==> config.mk <==
export PLATFORM = sky130hd
export DESIGN_NAME = vic_ctrl
export DESIGN_NICKNAME = d
export VERILOG_FILES = /design/src/rtl/vic_pkg.sv /design/src/rtl/vic_req_latch.sv /design/src/rtl/vic_prio.sv /design/src/rtl/vic_vector.sv /design/src/rtl/vic_ctrl.sv
export SDC_FILE = /design/constraint.sdc
export NUM_CORES = 1
export LEC_CHECK = 0
export BUFFER_PORTS_ARGS = -buffer_cell sky130_fd_sc_hd__clkbuf_2
export CAP_MARGIN = 20
export CORE_MARGIN = 2
export CORE_UTILIZATION = 50
export CTS_BUF_LIST = sky130_fd_sc_hd__clkbuf_4 sky130_fd_sc_hd__clkbuf_8
export CTS_CLUSTER_DIAMETER = 200
export CTS_CLUSTER_SIZE = 16
export DETAILED_ROUTE_END_ITERATION = 7
export PLACE_DENSITY = 0.69
export SLEW_MARGIN = 20
export SYNTH_ARGS = -nofsm -noshare
export SYNTH_HDL_FRONTEND = slang
export SYNTH_SLANG_ARGS = --single-unit
export TNS_END_PERCENT = 100
==> constraint.sdc <==
create_clock -name clk -period 5.1 [get_ports clk]
set_clock_uncertainty 0.15 [all_clocks]
set_input_delay 1.53 -clock clk [delete_from_list [all_inputs] [get_ports clk]]
set_output_delay 1.53 -clock clk [all_outputs]
set_load 0.02 [all_outputs]
==> src/rtl/vic_pkg.sv <==
package vic_pkg;
  localparam logic [7:0] VIC_OP_LBR = 8'hC0;

  typedef enum logic [1:0] {
    PH_OP = 2'd0,
    PH_HI = 2'd1,
    PH_LO = 2'd2
  } vic_phase_e;

  typedef enum logic [1:0] {
    RA_PAGE = 2'd0,
    RA_CTRL = 2'd1,
    RA_MASK = 2'd2,
    RA_NONE = 2'd3
  } vic_wsel_e;

  localparam logic [1:0] RD_STATUS = 2'd0;
  localparam logic [1:0] RD_POLL   = 2'd1;
endpackage

==> src/rtl/vic_req_latch.sv <==
module vic_req_latch #(
  parameter int unsigned N_REQ = 8
) (
  input  logic             clk,
  input  logic             rst_n,
  input  logic [N_REQ-1:0] req_i,
  input  logic [N_REQ-1:0] clr_i,
  output logic [N_REQ-1:0] set_o,
  output logic [N_REQ-1:0] lat_o
);
  logic [N_REQ-1:0] prev_q;
  logic [N_REQ-1:0] lat_q;
  logic [N_REQ-1:0] lat_d;
  logic [N_REQ-1:0] set_w;

  // a fresh edge outranks a clear in the same cycle
  always_comb begin
    set_w = prev_q & ~req_i;
    lat_d = (lat_q & ~clr_i) | set_w;
  end

  always_ff @(posedge clk or negedge rst_n) begin
    if (!rst_n) begin
      prev_q <= '0;
      lat_q  <= '0;
    end else begin
      prev_q <= req_i;
      lat_q  <= lat_d;
    end
  end

  assign set_o = set_w;
  assign lat_o = lat_q;

  for (genvar g = 0; g < N_REQ; g++) begin : g_chk
    p_edge_capture_r2: assert property (@(posedge clk) disable iff (!rst_n)
      (prev_q[g] && !req_i[g]) |=> lat_q[g]);
    p_latch_hold_r2: assert property (@(posedge clk) disable iff (!rst_n)
      (lat_q[g] && !clr_i[g]) |=> lat_q[g]);
  end
endmodule

==> src/rtl/vic_prio.sv <==
module vic_prio #(
  parameter int unsigned N_REQ = 8,
  localparam int unsigned IW = $clog2(N_REQ)
) (
  input  logic [N_REQ-1:0] vec_i,
  output logic             any_o,
  output logic [IW-1:0]    idx_o
);
  // ascending scan: the highest set bit is the last to write
  always_comb begin
    any_o = 1'b0;
    idx_o = '0;
    for (int i = 0; i < N_REQ; i++) begin
      if (vec_i[i]) begin
        any_o = 1'b1;
        idx_o = IW'(i);
      end
    end
  end
endmodule

==> src/rtl/vic_vector.sv <==
module vic_vector #(
  parameter int unsigned DW = 8,
  parameter int unsigned IW = 3,
  parameter int unsigned SW = 2,
  localparam int unsigned NSPC = 1 << SW
) (
  input  logic [DW-1:0] ctrl_i,
  input  logic [IW-1:0] idx_i,
  output logic [DW-1:0] low_o
);
  logic [DW-1:0] cand [NSPC];

  for (genvar g = 0; g < NSPC; g++) begin : g_spc
    localparam int unsigned SH = g + 1;
    localparam logic [DW-1:0] HI = ~((DW'(1) << (SH + IW)) - DW'(1));
    assign cand[g] = (ctrl_i & HI) | (DW'(idx_i) << SH);
  end

  assign low_o = cand[ctrl_i[SW-1:0]];
endmodule

==> src/rtl/vic_ctrl.sv <==
module vic_ctrl
  import vic_pkg::*;
#(
  parameter int unsigned N_REQ = 8,
  parameter int unsigned DW    = 8,
  parameter int unsigned AW    = 2,
  parameter int unsigned SW    = 2,
  localparam int unsigned IW   = $clog2(N_REQ)
) (
  input  logic             clk,
  input  logic             rst_n,
  input  logic [N_REQ-1:0] req_i,
  input  logic             cascade_n_i,
  input  logic             cs_i,
  input  logic [AW-1:0]    addr_i,
  input  logic             rd_i,
  input  logic             wr_i,
  input  logic             fetch_i,
  input  logic [DW-1:0]    wdata_i,
  output logic [DW-1:0]    rdata_o,
  output logic             rdata_oe_o,
  output logic             irq_n_o
);
  // reset: asynchronous assert, synchronous release
  logic rst_meta_q, rst_sync_n;
  always_ff @(posedge clk or negedge rst_n) begin
    if (!rst_n) begin
      rst_meta_q <= 1'b0;
      rst_sync_n <= 1'b0;
    end else begin
      rst_meta_q <= 1'b1;
      rst_sync_n <= rst_meta_q;
    end
  end

  logic [DW-1:0]    page_q, page_d, ctrl_q, ctrl_d;
  logic [N_REQ-1:0] mask_q, mask_d;
  vic_phase_e       phase_q, phase_d;
  logic [IW-1:0]    idx_q, idx_d;
  logic             page_en, ctrl_en, mask_en, phase_en, idx_en;

  logic [N_REQ-1:0] lat, set_vec, clr_vec, unm_vec;
  logic             any_unm, any_all;
  logic [IW-1:0]    idx_unm, idx_all;
  logic [DW-1:0]    low_poll, low_fetch;

  logic wr_hit, fetch_hit, status_rd, poll_rd;

  always_comb begin
    wr_hit    = cs_i & wr_i & ~fetch_i;
    fetch_hit = cs_i & fetch_i;
    status_rd = cs_i & rd_i & ~fetch_i & (addr_i == AW'(RD_STATUS));
    poll_rd   = cs_i & rd_i & ~fetch_i & (addr_i == AW'(RD_POLL));
    unm_vec   = lat & ~mask_q;
  end

  vic_req_latch #(.N_REQ(N_REQ)) u_latch (
    .clk   (clk),
    .rst_n (rst_sync_n),
    .req_i (req_i),
    .clr_i (clr_vec),
    .set_o (set_vec),
    .lat_o (lat)
  );

  vic_prio #(.N_REQ(N_REQ)) u_prio_unm (
    .vec_i (unm_vec),
    .any_o (any_unm),
    .idx_o (idx_unm)
  );

  vic_prio #(.N_REQ(N_REQ)) u_prio_all (
    .vec_i (lat),
    .any_o (any_all),
    .idx_o (idx_all)
  );

  vic_vector #(.DW(DW), .IW(IW), .SW(SW)) u_vec_poll (
    .ctrl_i (ctrl_q),
    .idx_i  (idx_all),
    .low_o  (low_poll)
  );

  vic_vector #(.DW(DW), .IW(IW), .SW(SW)) u_vec_fetch (
    .ctrl_i (ctrl_q),
    .idx_i  (idx_q),
    .low_o  (low_fetch)
  );

  // next-state
  always_comb begin
    page_en  = wr_hit & (addr_i == AW'(RA_PAGE));
    ctrl_en  = wr_hit & (addr_i == AW'(RA_CTRL));
    mask_en  = wr_hit & (addr_i == AW'(RA_MASK));
    page_d   = wdata_i;
    ctrl_d   = wdata_i;
    mask_d   = wdata_i[N_REQ-1:0];

    phase_en = fetch_hit;
    unique case (phase_q)
      PH_OP:   phase_d = PH_HI;
      PH_HI:   phase_d = PH_LO;
      default: phase_d = PH_OP;
    endcase

    idx_en = fetch_hit & (phase_q == PH_OP);
    idx_d  = any_unm ? idx_unm : '0;

    clr_vec = '0;
    if (status_rd) clr_vec = '1;
    if (idx_en && any_unm) clr_vec[idx_unm] = 1'b1;
  end

  always_ff @(posedge clk or negedge rst_sync_n) begin
    if (!rst_sync_n) begin
      page_q  <= '0;
      ctrl_q  <= '0;
      mask_q  <= '0;
      phase_q <= PH_OP;
      idx_q   <= '0;
    end else begin
      if (page_en)  page_q  <= page_d;
      if (ctrl_en)  ctrl_q  <= ctrl_d;
      if (mask_en)  mask_q  <= mask_d;
      if (phase_en) phase_q <= phase_d;
      if (idx_en)   idx_q   <= idx_d;
    end
  end

  // bus read path
  always_comb begin
    rdata_oe_o = fetch_hit | status_rd | poll_rd;
    rdata_o    = '0;
    if (fetch_hit) begin
      unique case (phase_q)
        PH_OP:   rdata_o = DW'(VIC_OP_LBR);
        PH_HI:   rdata_o = page_q;
        default: rdata_o = low_fetch;
      endcase
    end else if (status_rd) begin
      rdata_o = DW'(lat);
    end else if (poll_rd) begin
      rdata_o = low_poll;
    end
  end

  assign irq_n_o = ~((|unm_vec) | ~cascade_n_i);

  p_opcode_first_r6: assert property (@(posedge clk) disable iff (!rst_sync_n)
    (fetch_hit && phase_q == PH_OP) |-> (rdata_oe_o && rdata_o == DW'(VIC_OP_LBR)));
  p_phase_step_r6: assert property (@(posedge clk) disable iff (!rst_sync_n)
    fetch_hit |=> (phase_q != $past(phase_q)));
  p_winner_live_r7: assert property (@(posedge clk) disable iff (!rst_sync_n)
    any_unm |-> (lat[idx_unm] && !mask_q[idx_unm]));
  p_status_wipe_r3: assert property (@(posedge clk) disable iff (!rst_sync_n)
    status_rd |=> ((lat & ~$past(set_vec)) == '0));
  p_bus_quiet_r10: assert property (@(posedge clk) disable iff (!rst_sync_n)
    !cs_i |-> !rdata_oe_o);
  p_cascade_pull_r5: assert property (@(posedge clk) disable iff (!rst_sync_n)
    !cascade_n_i |-> !irq_n_o);
  p_poll_no_clear_r9: assert property (@(posedge clk) disable iff (!rst_sync_n)
    (poll_rd && !fetch_hit) |=> ((lat & $past(lat)) == $past(lat)));
endmodule

Yosys cells after proc, flatten, opt, wreduce, memory -nomap -nowiden. Cells that the tools add are included.

Magnitude comparators: 3. Eq/ne operators: 3. Mux-type cells: 38. Reductions and logical operators: 5. Bitwise logic cells: 34.

Operators with widths (number): $mux 8 (9); $bmux 8 s2 (2); $mux 3 (9); $and 8x8->8 (3); $not 8->8 (3); $or 8x4->8 (2); $or 8x5->8 (2); $or 8x6->8 (2); $or 8x7->8 (2); $or 8x8->8 (2); $pmux 8 s2 (1); $and 1x1->1 (11); $mux 1 (11); $mux 2 (4); $reduce_or 8->1 (1); $eq 2x1->1 const B (2); $logic_not 2->1 (2); $lt 3x4->1 const B (1); $pmux 2 s2 (1); $demux 1 s3 (1); $ge 3x1->1 const B (1); $ge 3x3->1 const B (1); $not 1->1 (3); $not 2->3 (1); other kinds (3) (6).

Input bits: 25. Register bits after elaboration: 47.

Depth between registers and ports, before layout. Gate-level depths: netlist (run 1).

Word-level depth: 18. Depth in mapped cells: 5. Depth with buffers taken out: 4.

By module. Synthesis (run 1) repeated with hierarchy kept, for this count alone.

Cells, all modules: 236. Area total of the unflattened synthesis: 2566.2 um^2.

Modules (own cells, without submodules): vic_ctrl (sequential area each 775.7 um^2, times used 1, area each 1600.3 um^2, cells an instance 138); vic_req_latch (sequential area each 400.4 um^2, times used 1, area each 600.6 um^2, cells an instance 40); vic_vector (sequential area each 0.0 um^2, times used 2, area each 125.1 um^2, cells an instance 17); vic_prio (sequential area each 0.0 um^2, times used 2, area each 57.6 um^2, cells an instance 12).

Worst setup path after synthesis (run 1). No wires, ideal clock.

Kind: in2out. From: input port addr_i[1]. To: output port rdata_o[3]. Stages on the path: 5. Setup slack: 0.801 ns. Buffers on the path: 1. Data arrival time: 2.619 ns. Required time: 3.420 ns. Path through: and4bb_1 -> and2_1 -> buf_6 -> a222oi_1 -> o311ai_1.

Word-level cells in the longest chain between the ends: 5. Elaborated cells between the ends (all ways): 7. Those cells by class: eq/ne (1); mux (3); bitwise (2); reduce/logical (1).

Ends and longest elaborated chain: from (decl) (RTL line vic_ctrl.sv:15) `input logic [AW-1:0] addr_i,`; $eq 2x1->1 (RTL line vic_ctrl.sv:53) `poll_rd = cs_i & rd_i & ~fetch_i & (addr_i == AW'(RD_POLL));`; $and 1x1->1 (RTL line vic_ctrl.sv:53); $mux 8 (RTL line vic_ctrl.sv:142) `end else if (poll_rd) begin`; $mux 8 (*) (RTL line vic_ctrl.sv:140) `end else if (status_rd) begin`; $mux 8 (*) (RTL line vic_ctrl.sv:134) `if (fetch_hit) begin`; to (decl) (RTL line vic_ctrl.sv:20) `output logic [DW-1:0] rdata_o,`.

Every way passes the cells marked *; elsewhere a longest branch is shown, timed or not.

Final worst setup path (run 1). Same ends and word-level chain as after synthesis.

==> results of run 1 <==
[synthesized netlist by cell type, types with 4 or more instances]
library cell  instances
nor2b_1              11
mux2i_1               5
mux2_2               22
inv_1                 9
a21oi_1              12
nand2b_1             11
nand3_1               4
nand2_1              15
nor2_1               11
dfrtp_1              45
nor4_1                4
o21ai_0               5
o31ai_1               5
nor3_1                6
buf_2                 4
[worst max-delay path: cells and delay by family]
family                 cells  cell delay, ps
buffers and inverters      2             310
and+or+nand+nor            2             540
AOI/OAI and AO/OA          2             580
[layout make-up]
| class | count | share of cell area (%) |
|---|---|---|
| clock inverters | 1 | 0.2879 |
| multi-input cells | 157 | 42.99 |
| flip-flops and latches | 45 | 43.23 |
| inverters | 9 | 1.296 |
| repair buffers | 34 | 6.526 |
| well taps | 52 | 2.495 |
| clock buffers | 6 | 3.167 |
[power by group through the flow]
stage | Sequential (mW) | Combinational, mW | Clock (mW)
CTS | 0.510 | 0.243 | 0.228
detailed placement | 0.518 | 0.241 | 0
finish | 0.513 | 0.246 | 0.221
global route | 0.522 | 0.275 | 0.244
floorplan | 0.472 | 0.206 | 0
global placement | 0.516 | 0.237 | 0
[how the worst max path moves through the flow]
stage                    from          to  slack, ps  cells past startpoint
floorplan           addr_i[1]  rdata_o[3]        800                      5
global placement    addr_i[1]  rdata_o[3]        560                      6
detailed placement  addr_i[1]  rdata_o[3]        490                      6
CTS                 addr_i[1]  rdata_o[3]        490                      6
global route             cs_i  rdata_o[3]        390                      6
finish              addr_i[1]  rdata_o[3]        460                      6
[metrics by stage]
step                util [%]  instance area, um2  total power, mW
floorplan                  -                2323           0.6785
global route           59.07                2608            1.041
finish                 59.07                2608           0.9797
CTS                    59.07                2608           0.9811
global placement       57.03                2517           0.7537
detailed placement     57.03                2517           0.7589
[state kept, by name, summed over array words and instances (netlist names)]
| register | cells |
|---|---|
| u_latch.lat_o | 8 |
| rst_sync_n | 1 |
| ctrl_q | 6 |
| page_q | 8 |
| idx_q | 3 |
| phase_q | 2 |
| mask_q | 8 |
| rst_meta_q | 1 |
| u_latch.prev_q | 8 |
[cells in the final DEF (no fill, tap or decap), types with 4 or more instances in the layout]
cell type	Yosys	routed
dfrtp_1	45	44
clkbuf_2	0	34
mux2_2	22	22
nand2_1	15	15
a21oi_1	12	12
nor2b_1	11	11
nand2b_1	11	11
nor2_1	11	11
inv_1	9	9
nor3_1	6	6
clkbuf_8	0	6
o21ai_0	5	5
o31ai_1	5	5
mux2i_1	5	5
nor4_1	4	4
nand3_1	4	4
[cells by family after synthesis]
logic type	Yosys count	share of synthesized area (%)
compound gates	54	17.61
buf+inv	17	3.285
flops	45	48.47
mux	27	12.82
other cells	1	0.1614
simple gates	75	17.66
[routing by layer]
| layer | GRT usage (%) | up-vias | routed length (um) |
|---|---|---|---|
| met1 | 33.73 | 922 | 2567 |
| met3 | 5.972 | 11 | 418 |
| met4 | 10.69 | 0 | 104 |
| met5 | 0 | - | 0 |
| met2 | 31.40 | 74 | 2380 |
| li1 | - | 885 | - |
==> impl_metrics.ini, run 1 <==
[outcome]
status = complete, no violations

[critical_path]
critical-path-max-stage-delay_ps = 420
worst-setup-path-type = in -> out
r2r-end = u_latch.lat_o[2]
startpoint_type = input pin
worstPathArrival_ps = 2960
crit_slowest_cell = a222oi_1
rr_worst_depth = 3
cp_common_cell = clkbuf_2
worstPathCellList = clkbuf_2 > and4bb_1 > and2_1 > a222oi_1 > o311ai_1 > clkbuf_2
cp-end-kind = primary output
r2r_start = phase_q[1]
ff2ff_setup_slack_ps = 3080
critPathRequiredTime_ps = 3420
worstPathMaxFanout = 9

[die]
die-area_um2 = 5209
core_um2 = 4414
die_y_um = 72.17
initial_utilization_pct = 52.64
rows = 24
die_w_um = 72.17
io_pins = 35

[logic_synthesis]
synth.yosys.seq_area_share_pct = 48.47
synth.top_cell.area_share_pct = 48.47
ys.flop_type = dfrtp_1
syn_area_per_cell_um2 = 10.61
syn-num-nets = 244
ys.warnings.count = 0
synth_edf_count = 0
synth_seq_cells = 45
syn-cell-area_um2 = 2323
synth_cells = 219
async_flop_share_pct = 100.0
synth_cell_types = 51
synthTopCellsByArea = dfrtp_1, mux2_2, nand2b_1
yosysTopAreaCell = dfrtp_1

[finish]
fillers = 390
antenna_cells = 0
multi_input_area_um2 = 1121
area_growth_pct = 12.22
fin_cells = 304
ff_latch_area_um2 = 1127
layout-drive-gt1-share_pct = 26.59
fin_nets = 277

[timing]
max_freq_mhz = 215.4
slew_headroom_pct = 37.59
finalHoldViolations = 0
finalCritPeriodShare_pct = 91.04
fin_ws_ps = 457.1
hold_ws_ps = 202.4
fin_crit_ps = 4643
worst_pin_slew_ps = 936.2
setup_tns_ps = 0
setup_violations = 0
drv_slew = 0
rsz0062_at_grt = false

[clocking]
clock-sinks = 45
cts_hold_buf = 0
clk_latency_ps = 290
clockRootBuffer = clkbuf_8
clockBufferDepth = 2
post_cts_buffers = 0
tritoncts = built
numCtsBuffers = 5
ctsResizeCount = 0
htreeDepth = 2
cts.clk_slew.worst_paths_ps = 80

[pwr]
seqPwrFrac_pct = 52.3
switching_power_mw = 0.3355
p_sw_share_pct = 34.25
comb_power_share_pct = 25.1
pwr_density_cell_nw_per_um2 = 375.7
vdd_drop_max_mv = 0.1623
p_leak_nw = 1.154
intPower_mw = 0.6442
p_clk_share_pct = 22.6

[routing]
drtPass1Iterations = 4
route.vias.total = 1892
drt-initial-drc-count = 212
vias_per_cell = 6.224
drtAntennaViolNets = 0
routed_wl_um = 5471
wl_per_cell_um = 18.00
drc = 0

[placed_design]
place_ws_ps = 491.0
gp_congestion = 0.9831
port_buffers = 34
dp_hpwl_um = 4015
placed_cells = 297

[grt]
grt_start_max_net_pins = 44
first_global_vias = 1788
grt_pass1_wl_um = 8970
groute.usage.overall_pct = 22.87
overflow = 0
antenna_found_initial = 0

[hold_path]
worstHoldStart = rst_meta_q
hold_path.class = reg -> reg
holdPathStages = 0
worstHoldEndpoint = rst_sync_n

[run]
max_cap_violations = 0
Note: power is estimated with default switching activity, not from simulation.
==> run 2: changes to the inputs <==
CORE_UTILIZATION = 60   (was 50)
PLACE_DENSITY = 0.81   (was 0.69)
==> run 2 against run 1 <==
  * Hold slack better by 1.7 ps
  * Maximum frequency up 0.22%
  * Highest routed layer unchanged
  * Clock power down 5%
==> impl_metrics.ini, run 2 (synthesis gave the netlist of run 1 again) <==
[outcome]
status = complete, no violations

[routing]
drtAntennaViolNets = 0
drt-initial-drc-count = 313
routed_wl_um = 5284
wl_per_cell_um = 17.55
drtPass1Iterations = 8
route.vias.total = 1912
drc = 0
vias_per_cell = 6.352

[timing]
setup_violations = 0
finalCritPeriodShare_pct = 90.84
worst_pin_slew_ps = 905.0
fin_crit_ps = 4633
max_freq_mhz = 215.9
slew_headroom_pct = 39.67
setup_tns_ps = 0
rsz0062_at_grt = false
drv_slew = 0
finalHoldViolations = 0

[pwr]
pwr_density_cell_nw_per_um2 = 372.5
p_leak_nw = 1.155
vdd_drop_max_mv = 0.2454

[critical_path]
r2r_start = phase_q[1]
worstPathArrival_ps = 2950
cp-end-kind = primary output
ff2ff_setup_slack_ps = 3160
worst-setup-path-type = in -> out
rr_worst_depth = 3
startpoint = addr_i[1]
worstPathCellList = clkbuf_2 > and4bb_1 > and2_1 > a222oi_1 > o311ai_1 > clkbuf_2
critical-path-max-stage-delay_ps = 410
cp_top_family = compound AO/OA/AOI/OAI gates
r2r-end = u_latch.lat_o[2]
path_depth = 6
worstPathMaxFanout = 9
startpoint_type = input pin
cp_common_cell = clkbuf_2
critPathRequiredTime_ps = 3420
path_buf_inv = 2
crit_slowest_cell = a222oi_1

[grt]
first_global_vias = 1754
grt_start_max_net_pins = 44
overflow = 0
antenna_found_initial = 0
groute.usage.overall_pct = 27.07
grt_pass1_wl_um = 8721

[placed_design]
dp_hpwl_um = 3924
port_buffers = 34
post_dp_cell_area_um2 = 2512
gp_congestion = 0.8902

[die]
die-area_um2 = 4386
core_um2 = 3689
rows = 22
die_y_um = 66.23
die_w_um = 66.23
initial_utilization_pct = 62.99
io_pins = 35

[clocking]
numCtsBuffers = 5
cts.clk_slew.worst_paths_ps = 80
tritoncts = built
cts_hold_buf = 0
clock-sinks = 45
htreeDepth = 2
clockRootBuffer = clkbuf_8
ctsResizeCount = 0
clk_latency_ps = 300
post_cts_buffers = 0
clockBufferDepth = 2

[finish]
final_core_util_pct = 70.45
layout-drive-gt1-share_pct = 26.88
mostFrequentLayoutCells = dfrtp_1, clkbuf_2, mux2_2
mostFrequentLayoutCell = dfrtp_1
area_growth_pct = 11.85
fin_nets = 277
fillers = 300
postLayoutCellArea_um2 = 2599
antenna_cells = 0

[hold_path]
worstHoldEndpoint = rst_sync_n
holdPathStages = 0
worstHoldStart = rst_meta_q
hold_path.class = reg -> reg

[run]
max_cap_violations = 0
[run 2: cell types whose count changed in the layout (fill, tap and decap cells not counted)]
cell / previous run / this run
clkinv_2: 0 / 2
clkbuf_8: 6 / 5
[run 2: per-layer routing]
layer | up-vias | wire length [um] | global-route usage, % | part of all wire (%)
li1 | 890 | - | - | -
met1 | 922 | 2336 | 39.44 | 44
met2 | 86 | 2431 | 39.25 | 46
met3 | 14 | 393 | 6.303 | 7.4
met4 | 0 | 123 | 10.20 | 2.3
met5 | - | 0 | 0 | 0
[run 2: through the flow]
stage / cells / setup WS [ps] / total power, mW / hold slack, ps
2_1_floorplan: 219 / 800.8 / 0.6785 / 181.2
3_5_place_dp: 293 / 495.8 / 0.7578 / 191.9
3_3_place_gp: 293 / 555.3 / 0.7502 / 185.4
4_1_cts: 301 / 477.4 / 0.9705 / 209.3
5_1_grt: 301 / 406.7 / 1.025 / 222.3
6_report: 301 / 467.3 / 0.9680 / 204.1
[run 2: layout make-up]
class	instances	area, um2	area share, %
flip-flops and latches	45	1127	43.38
multi-input cells	157	1121	43.14
repair buffers	34	170.2	6.548
clock buffers	5	68.82	2.648
well taps	48	60.06	2.311
inverters	9	33.78	1.300
clock inverters	3	17.52	0.6740
[run 2: worst max path at each step]
stage	slack (ps)	to
5_1_grt	410	rdata_o[3]
3_3_place_gp	560	rdata_o[3]
3_5_place_dp	500	rdata_o[3]
2_1_floorplan	800	rdata_o[3]
4_1_cts	480	rdata_o[3]
6_report	470	rdata_o[3]
[run 2: power breakdown]
part | switching, mW | internal [mW] | total [mW]
logic | 0.129 | 0.115 | 0.244
clock network | 0.116 | 0.0945 | 0.211
registers | 0.0911 | 0.423 | 0.514
total | 0.336 | 0.632 | 0.968
==> run 3: changes to the inputs <==
REMOVE_ABC_BUFFERS = 1   (was unset)
==> run 3 against run 2 <==
  * Global-route usage down 0.88 points
  * Sequential power is 1% lower
  * Via count down 4.7%
==> impl_metrics.ini, run 3 (synthesis gave the netlist of run 1 again) <==
[outcome]
status = complete, no violations

[clocking]
cts_hold_buf = 0
clk_latency_ps = 310
cts.clk_slew.worst_paths_ps = 70
htreeDepth = 2
numCtsBuffers = 5
clockRootBuffer = clkbuf_8
post_cts_buffers = 0
tritoncts = built
ctsResizeCount = 0
clock-sinks = 45
clockBufferDepth = 2

[finish]
area_growth_pct = 13.30
fillers = 289
antenna_cells = 0
mostFrequentLayoutCell = dfrtp_1
layout-drive-gt1-share_pct = 26.88
ff_latch_area_um2 = 1127
mostFrequentLayoutCells = dfrtp_1, clkbuf_2, mux2_2
multi_input_area_um2 = 1121
fin_cells = 301
fin_nets = 277

[critical_path]
cp-end-kind = primary output
ff2ff_setup_slack_ps = 3230
worstPathArrival_ps = 2910
critical-path-max-stage-delay_ps = 370
path_buf_inv = 2
startpoint_type = input pin
cp_top_family = simple AND/OR/NAND/NOR gates
worst-setup-path-type = in -> out
cp_common_cell = clkbuf_2
worstPathCellList = clkbuf_2 > and4bb_1 > and2_1 > a222oi_1 > o311ai_1 > clkbuf_2
crit_slowest_cell = a222oi_1
critPathRequiredTime_ps = 3420
worstPathMaxFanout = 9

[grt]
first_global_vias = 1703
grt_start_max_net_pins = 44
overflow = 0
grt_pass1_wl_um = 8335
groute.usage.overall_pct = 26.19
antenna_found_initial = 0

[die]
io_pins = 35
core_um2 = 3689
die-area_um2 = 4386
die_y_um = 66.23
die_w_um = 66.23
rows = 22
initial_utilization_pct = 62.99

[timing]
hold_ws_ps = 203.4
setup_violations = 0
rsz0062_at_grt = false
worst_pin_slew_ps = 904.6
setup_tns_ps = 0
finalCritPeriodShare_pct = 90.01
slew_headroom_pct = 39.69
fin_crit_ps = 4591
finalHoldViolations = 0
drv_slew = 0
max_freq_mhz = 217.8

[routing]
routed_wl_um = 5148
wl_per_cell_um = 17.10
drtPass1Iterations = 4
drt-initial-drc-count = 151
vias_per_cell = 6.053
drtAntennaViolNets = 0
route.vias.total = 1822
drc = 0

[pwr]
pwr_density_cell_nw_per_um2 = 392.0
vdd_drop_max_mv = 0.2500
p_leak_nw = 1.173

[hold_path]
hold_path.class = reg -> reg

[run]
max_cap_violations = 0

[placed_design]
dp_hpwl_um = 3847
gp_congestion = 0.9894
placed_cells = 293
port_buffers = 34
run 3: changes by cell type in the layout (fill, tap and decap cells not counted), sizes merged:
| cell | change |
|---|---|
| clkinvlp | -1 |
| bufinv | +1 |
| clkinv | -2 |
| clkbuf | +2 |
run 3: where the power goes:
| part | internal [mW] | switching (mW) |
|---|---|---|
| clock | 0.165 | 0.117 |
| sequential | 0.423 | 0.0847 |
| combinational | 0.115 | 0.128 |
run 3: worst paths after layout:
check	endpoint	start	depth (start not counted)
hold / removal	rst_sync_n	rst_meta_q	0
hold reg to reg	rst_sync_n	rst_meta_q	0
min in group asynchronous	mask_q[0]	rst_sync_n	0
setup reg to reg	u_latch.lat_o[2]	phase_q[1]	3
setup / recovery	rdata_o[3]	cs_i	6
max in group asynchronous	rst_sync_n	rst_n	1
run 3: per-stage QoR:
| step | util (%) | cell area, um2 | setup slack (ps) | total power [mW] |
|---|---|---|---|---|
| final | 71.37 | 2633 | 509.4 | 1.032 |
| after global routing | 71.37 | 2633 | 453.4 | 1.094 |
| after CTS | 71.37 | 2633 | 523.6 | 1.034 |
| after detailed placement | 68.11 | 2512 | 526.8 | 0.7529 |
| after global placement | 68.11 | 2512 | 560.8 | 0.7436 |
| after floorplan | - | 2281 | 835.6 | 0.6721 |
run 3: final cells by class:
type / count / share of cell area [%]
clock buffer: 7 / 3.422
inverter: 9 / 1.283
timing repair buffer: 34 / 6.464
sequential: 45 / 42.82
tap: 48 / 2.281
clock inverter: 1 / 1.141
multi-input combinational: 157 / 42.59
run 3: metal layers:
metal	global-route usage, %	vias up	wire (um)
met2	39.25	47	2370
li1	-	889	-
met1	37.02	876	2408
met5	0	-	0
met3	7.155	10	275
met4	8.163	0	95
